### src/rtl/mrx_pkg.sv
package mrx_pkg;

    localparam int NREG   = 16;
    localparam int RIW    = $clog2(NREG);
    localparam int DW     = 32;
    localparam int HALF_W = DW / 2;

    typedef enum logic [1:0] {
        ST_IDLE,
        ST_XFER,
        ST_WBACK,
        ST_DONE
    } mrx_state_e;

    typedef struct packed {
        logic       store;
        logic       long_sz;
        logic [2:0] mode;
        logic [2:0] sub;
    } mrx_cmd_t;

    function automatic logic [7:0] mode_charge(logic store, logic [2:0] mode, logic [2:0] sub);
        logic [7:0] c;
        c = 8'd0;
        if (store) begin
            case (mode)
                3'd2, 3'd4: c = 8'd8;
                3'd5:       c = 8'd12;
                3'd6:       c = 8'd14;
                3'd7: begin
                    if (sub == 3'd0)      c = 8'd12;
                    else if (sub == 3'd1) c = 8'd16;
                end
                default:    c = 8'd0;
            endcase
        end else begin
            case (mode)
                3'd2, 3'd3: c = 8'd12;
                3'd5:       c = 8'd16;
                3'd6:       c = 8'd18;
                3'd7: begin
                    case (sub)
                        3'd0, 3'd2: c = 8'd16;
                        3'd1:       c = 8'd20;
                        3'd3:       c = 8'd18;
                        default:    c = 8'd0;
                    endcase
                end
                default:    c = 8'd0;
            endcase
        end
        return c;
    endfunction

    function automatic logic [DW-1:0] sext_half(logic [HALF_W-1:0] h);
        return {{(DW-HALF_W){h[HALF_W-1]}}, h};
    endfunction

endpackage

### src/rtl/mrx_pick.sv
module mrx_pick #(
    parameter int N  = 16,
    parameter int IW = $clog2(N)
) (
    input  logic [N-1:0]  vec,
    output logic [IW-1:0] idx,
    output logic          last
);
    logic [N-1:0] below_clear;

    // below_clear[i] = no lower bit of vec is set
    assign below_clear[0] = 1'b1;
    for (genvar g = 1; g < N; g++) begin : g_chain
        assign below_clear[g] = below_clear[g-1] & ~vec[g-1];
    end

    always_comb begin
        idx = '0;
        for (int i = 0; i < N; i++) begin
            if (vec[i] && below_clear[i]) idx = IW'(i);
        end
    end

    assign last = ((vec & (vec - N'(1))) == '0);
endmodule

### src/rtl/mrx_cost.sv
module mrx_cost #(
    parameter int CW = 16
) (
    input  logic          clk,
    input  logic          rst,
    input  logic          init,
    input  logic [CW-1:0] init_val,
    input  logic          add,
    input  logic [CW-1:0] add_val,
    output logic [CW-1:0] total
);
    always_ff @(posedge clk) begin
        if (rst)       total <= '0;
        else if (init) total <= init_val;
        else if (add)  total <= total + add_val;
    end
endmodule

### src/rtl/mrx_seq.sv
module mrx_seq
    import mrx_pkg::*;
#(
    parameter int AW = 32,
    parameter int CW = 16
) (
    input  logic            clk,
    input  logic            rst,
    input  logic            start,
    input  logic            dir_store,
    input  logic            size_long,
    input  logic [2:0]      ea_mode,
    input  logic [2:0]      ea_sub,
    input  logic [NREG-1:0] reg_mask,
    input  logic [AW-1:0]   base_addr,
    output logic            mem_req,
    output logic            mem_we,
    output logic            mem_size_long,
    output logic [AW-1:0]   mem_addr,
    output logic [DW-1:0]   mem_wdata,
    input  logic [DW-1:0]   mem_rdata,
    input  logic            mem_ready,
    output logic [RIW-1:0]  rf_raddr,
    input  logic [DW-1:0]   rf_rdata,
    output logic            rf_we,
    output logic [RIW-1:0]  rf_waddr,
    output logic [DW-1:0]   rf_wdata,
    output logic            busy,
    output logic            done,
    output logic [CW-1:0]   cycle_total
);
    localparam logic [AW-1:0] STEP_W = AW'(2);
    localparam logic [AW-1:0] STEP_L = AW'(4);
    localparam logic [CW-1:0] COST_W = CW'(4);
    localparam logic [CW-1:0] COST_L = CW'(8);

    mrx_state_e      state;
    mrx_cmd_t        cmd;
    logic [NREG-1:0] pend;
    logic [AW-1:0]   addr;
    logic            predec;
    logic            wb_need;

    logic [RIW-1:0]  sel_bit;
    logic            sel_last;
    logic [RIW-1:0]  sel_reg;
    logic [AW-1:0]   step;
    logic            fire;
    logic            go;
    logic            go_predec;
    logic            go_wb;
    logic [CW-1:0]   go_charge;

    mrx_pick #(.N(NREG), .IW(RIW)) u_pick (
        .vec  (pend),
        .idx  (sel_bit),
        .last (sel_last)
    );

    assign go        = start && (state == ST_IDLE);
    assign go_predec = dir_store && (ea_mode == 3'd4);
    assign go_wb     = go_predec || (!dir_store && (ea_mode == 3'd3));
    assign go_charge = CW'(mode_charge(dir_store, ea_mode, ea_sub));

    assign step    = cmd.long_sz ? STEP_L : STEP_W;
    assign sel_reg = predec ? RIW'(NREG - 1 - int'(sel_bit)) : sel_bit;
    assign fire    = mem_req && mem_ready;

    mrx_cost #(.CW(CW)) u_cost (
        .clk      (clk),
        .rst      (rst),
        .init     (go),
        .init_val (go_charge),
        .add      (fire),
        .add_val  (cmd.long_sz ? COST_L : COST_W),
        .total    (cycle_total)
    );

    // sequencing
    always_ff @(posedge clk) begin
        if (rst) begin
            state   <= ST_IDLE;
            cmd     <= '0;
            pend    <= '0;
            addr    <= '0;
            predec  <= 1'b0;
            wb_need <= 1'b0;
        end else begin
            case (state)
                ST_IDLE: begin
                    if (start) begin
                        cmd     <= '{store: dir_store, long_sz: size_long,
                                     mode: ea_mode, sub: ea_sub};
                        pend    <= reg_mask;
                        addr    <= base_addr;
                        predec  <= go_predec;
                        wb_need <= go_wb;
                        if (reg_mask != '0) state <= ST_XFER;
                        else if (go_wb)     state <= ST_WBACK;
                        else                state <= ST_DONE;
                    end
                end
                ST_XFER: begin
                    if (mem_ready) begin
                        addr          <= predec ? addr - step : addr + step;
                        pend[sel_bit] <= 1'b0;
                        if (sel_last) state <= wb_need ? ST_WBACK : ST_DONE;
                    end
                end
                ST_WBACK: state <= ST_DONE;
                default:  state <= ST_IDLE;
            endcase
        end
    end

    // memory port
    assign mem_req       = (state == ST_XFER);
    assign mem_we        = cmd.store;
    assign mem_size_long = cmd.long_sz;
    assign mem_addr      = predec ? addr - step : addr;
    assign mem_wdata     = cmd.long_sz ? rf_rdata
                                       : {{(DW-HALF_W){1'b0}}, rf_rdata[HALF_W-1:0]};

    // register-file port
    assign rf_raddr = sel_reg;
    assign rf_we    = (fire && !cmd.store) || (state == ST_WBACK);
    assign rf_waddr = (state == ST_WBACK) ? {1'b1, cmd.sub} : sel_reg;
    assign rf_wdata = (state == ST_WBACK) ? DW'(addr)
                    : (cmd.long_sz ? mem_rdata : sext_half(mem_rdata[HALF_W-1:0]));

    assign busy = (state != ST_IDLE);
    assign done = (state == ST_DONE);

    // ---------------- assertions ----------------
    assert_req_hold_R10: assert property (@(posedge clk) disable iff (rst)
        (mem_req && !mem_ready) |=> (mem_req && $stable(mem_addr) && $stable(mem_we)
                                     && $stable(mem_wdata)));

    assert_up_step_R1: assert property (@(posedge clk) disable iff (rst)
        (fire && !predec) |=> (!mem_req || (mem_addr == $past(mem_addr) + $past(step))));

    assert_down_step_R3: assert property (@(posedge clk) disable iff (rst)
        (fire && predec) |=> (!mem_req || (mem_addr == $past(mem_addr) - $past(step))));

    assert_done_pulse_R11: assert property (@(posedge clk) disable iff (rst)
        done |=> (!done && !busy));

    assert_empty_quiet_R9: assert property (@(posedge clk) disable iff (rst)
        (go && reg_mask == '0) |=> !mem_req);

    assert_store_no_rf_R6: assert property (@(posedge clk) disable iff (rst)
        (mem_req && mem_we) |-> !rf_we);

endmodule

### config.mk
export PLATFORM = sky130hd
export DESIGN_NAME = mrx_seq
export DESIGN_NICKNAME = d
export VERILOG_FILES = /design/src/rtl/mrx_pkg.sv /design/src/rtl/mrx_pick.sv /design/src/rtl/mrx_cost.sv /design/src/rtl/mrx_seq.sv
export SDC_FILE = /design/constraint.sdc
export NUM_CORES = 1
export LEC_CHECK = 0
export BUFFER_PORTS_ARGS = -buffer_cell sky130_fd_sc_hd__buf_2
export CAP_MARGIN = 0
export CELL_PAD_IN_SITES_DETAIL_PLACEMENT = 2
export CELL_PAD_IN_SITES_GLOBAL_PLACEMENT = 2
export CORE_UTILIZATION = 28
export CTS_CLUSTER_DIAMETER = 150
export CTS_CLUSTER_SIZE = 20
export DETAILED_ROUTE_END_ITERATION = 10
export GPL_TIMING_DRIVEN = 0
export HOLD_SLACK_MARGIN = 0.02
export MAX_ROUTING_LAYER = met4
export PLACE_DENSITY = 0.95
export SLEW_MARGIN = 30
export SYNTH_ARGS = -nofsm -noshare
export SYNTH_HDL_FRONTEND = slang
export SYNTH_SLANG_ARGS = --single-unit
### constraint.sdc
create_clock -name clk -period 5.1 [get_ports clk]
set_clock_uncertainty 0.2 [all_clocks]
set_input_delay 0.255 -clock clk [delete_from_list [all_inputs] [get_ports clk]]
set_output_delay 0.255 -clock clk [all_outputs]
set_load 0.005 [all_outputs]
==> results.cfg <==
[status]
status = complete, but fails checks
violations = design-rule violations

[placement]
hpwl_um = 24020
gp_congestion = 0.9053
dp.cells = 1375
place_ws_ns = 0.8014
portBuffers = 229

[floorplan]
die_h_um = 150.9
ios = 250
start_util_pct = 28.54
dieArea_um2 = 22780
rows = 54
core-area_um2 = 21760
die_w_um = 150.9

[finish]
syn_to_final_growth_pct = 32.48
n_antenna_cell = 0
layout_common_cells = buf_2, nand2_1, a21oi_1
fillers = 2646
final_common_cell = buf_2
final_cells = 1407
nets = 1259
drive_gt1_share_pct = 27.51

[power_and_ir_drop]
p_total_uw = 4833
vdd.ir_drop.worst_mv = 0.2922
leakagePower_uw = 0.003432
power.density_nw_per_um2 = 587.5

[detailed_routing]
drt_iter0_drc = 420
routed_via_density = 5.768
final_antenna_net_count = 0
drc = 1
routed_wirelength_um = 32250
post_drt_wl_per_cell_um = 22.92
routed-via-count = 8116
dr.pass1.iters = 8

[global_routing]
grt-ovfl-total = 0
grt_pass1_wl_um = 48320
grt_pass1_vias = 8432
grtUsageTotal_pct = 28.75
grt_max_degree = 12
antenna_found_initial = 0

[worst_hold_path]
min_path_type = input pin to flop
hold_end = pend[8]
min_from = reg_mask[8]
whs_path_depth = 3

[logic_synthesis]
syn_area_um2 = 6210
synth_edf_count = 0
synth_nets = 1003
synth_flop_cell = dfxtp_1
syn-instance-count = 866
synthTopCellsByArea = dfxtp_1, a21oi_1, nand2_1
syn-mean-instance-area_um2 = 7.171
synth_top_cell_area_share_pct = 23.21
synth_cell_type_count = 68
ys_seq_elements = 72
ys_async_sr_fraction_pct = 0
synth_top_cell_by_area = dfxtp_1
yosysWarnings = 0
seq_area_frac_synth_pct = 23.21

[cts]
cts_buffer_depth = 2
cts.root.buffer_cell = clkbuf_16
cts_resized = 0
htreeDepth = 3
cts_buffers = 9
clock_sinks = 72
insertion_delay_ns = 0.36
path_clk_slew_ns = 0.06
cts_tree = done

[timing]
finalSetupViolCount = 0
final.min_clock_period_ns = 4.693
max_freq_mhz = 213.1
postLayoutSetupSlackWorst_ns = 0.4066
rsz0062_at_grt = no
tns_ns = 0
timing_max_transition_violations_final = 0
slew_headroom_pct = 33.06
period_share_pct = 92.03
hold_violations = 0
worst-slew-pin-transition_ns = 0.9958

[setup_path]
r2r_start = mem_size_long
r2r_setup_slack_ns = 0.69
crit_fanout = 10
worstReg2RegEnd = addr[16]
worstPathCellList = clkbuf_1, clkbuf_1, inv_1, ha_1, fa_1, nand2_1, nor2_1, nand4_1, nor3_1, xor2_1, buf_2
crit_required_ns = 4.64
cp_data_arrival_time_ns = 4.24
cp_slowest_cell = nor2_1
r2r_cells = 11
path_class = flop to output port
max_stage_delay_ns = 0.78
cp-start-kind = flop
worstSetupEndpointType = output port
crit_top_cell = clkbuf_1

[job]
maxCapViolations = 0
-- where the power goes --
part           internal, µW  switching [µW]
logic                  1100            2070
clock network           470             271
registers               726             193
total                  2300            2530
-- cell usage after synthesis (4+ instances only) --
| library cell | number |
|---|---|
| or3_1 | 12 |
| a2111oi_0 | 5 |
| a21oi_1 | 85 |
| o21ai_0 | 55 |
| nand2b_1 | 7 |
| o22ai_1 | 5 |
| a31oi_1 | 10 |
| nand4b_1 | 4 |
| o211ai_1 | 5 |
| a221oi_1 | 4 |
| xor2_1 | 19 |
| and2_1 | 23 |
| nand4_1 | 21 |
| a21o_1 | 5 |
| nand3_1 | 19 |
| nor3_1 | 22 |
| clkbuf_1 | 71 |
| nor2_1 | 62 |
| ha_1 | 10 |
| mux2i_1 | 7 |
| buf_4 | 19 |
| or2_2 | 6 |
| xnor2_1 | 25 |
| and3_1 | 26 |
| inv_1 | 21 |
| and4_1 | 5 |
| a22oi_1 | 13 |
| or4_1 | 8 |
| nor2b_1 | 16 |
| dfxtp_1 | 72 |
| nor4_1 | 12 |
| nand2_1 | 91 |
| mux2_2 | 25 |
| a211oi_1 | 15 |
-- metal layers --
layer	up-vias	global-route usage, %	share of wire (%)
met1	4044	33.24	40
met5	-	-	0
met3	86	4.880	6.6
li1	3639	-	-
met2	347	49.56	50
met4	0	10.80	2.9
-- kinds of logic (layout without fill, tap and decap cells) --
| family | count (synthesis) | count (layout) | share of synthesized area [%] |
|---|---|---|---|
| AO/OA/AOI/OAI | 239 | 239 | 23.94 |
| XOR/XNOR | 44 | 44 | 6.206 |
| adder cells (fa/ha/maj) | 13 | 13 | 2.982 |
| buffers and inverters | 118 | 379 | 8.463 |
| flip-flops | 72 | 72 | 23.21 |
| multiplexers | 32 | 32 | 5.662 |
| other | 1 | 1 | 0.06039 |
| AND/OR/NAND/NOR | 347 | 347 | 29.48 |
-- critical path: cells and delay by family (launching register included) --
family,cells,cell delay (ns)
XOR/XNOR,1,0.17
adder cells (fa/ha/maj),2,0.46
buffers and inverters,4,1.02
flip-flops,1,0.39
AND/OR/NAND/NOR,4,1.87
-- what timing repair did --
item	4_1_cts	5_1_grt
hold endpoints to repair	16	0
buffers inserted	0	0
hold buffers	16	0
-- area by class of cell --
type                       instances  area (µm²)  area share [%]
timing repair buffer             245        1306           15.88
multi-input combinational        676        4269           51.89
sequential                        72        1441           17.52
buffer                            97       446.7           5.430
clock inverter                     2       60.06          0.7300
clock buffer                      14       274.0           3.331
inverter                          21       78.83          0.9582
tap                              280       350.3           4.259
-- how the worst max path moves through the flow --
stage             startpoint            to  slack (ns)  depth (start not counted)
2_1_floorplan  mem_size_long      addr[29]        1.80                         12
5_1_grt        mem_size_long  mem_addr[31]        0.16                         11
3_5_place_dp   mem_size_long      addr[16]        0.80                         11
4_1_cts        mem_size_long  mem_addr[30]        0.47                         10
3_3_place_gp   mem_size_long      addr[29]        0.55                         10
6_report       mem_size_long  mem_addr[31]        0.41                         11
-- flip-flops by register name (all words and copies together), names as in the netlist --
| register | cells |
|---|---|
| mem_size_long | 1 |
| pend | 16 |
| addr | 32 |
| mem_we | 1 |
| wb_need | 1 |
| cmd | 3 |
| u_cost.total | 15 |
| state | 2 |
| predec | 1 |
-- metrics by stage --
stage / util (%) / hold WS, ns / area [µm²]
final: 37.81 / 0.03178 / 8227
after global routing: 37.81 / 0.05841 / 8227
after CTS: 37.74 / 0.03031 / 8210
after detailed placement: 35.47 / 0.2644 / 7716
after global placement: 35.42 / 0.2422 / 7706
after floorplan: - / 0.1910 / 6210
No activity file was read; power rests on OpenSTA's default activity.
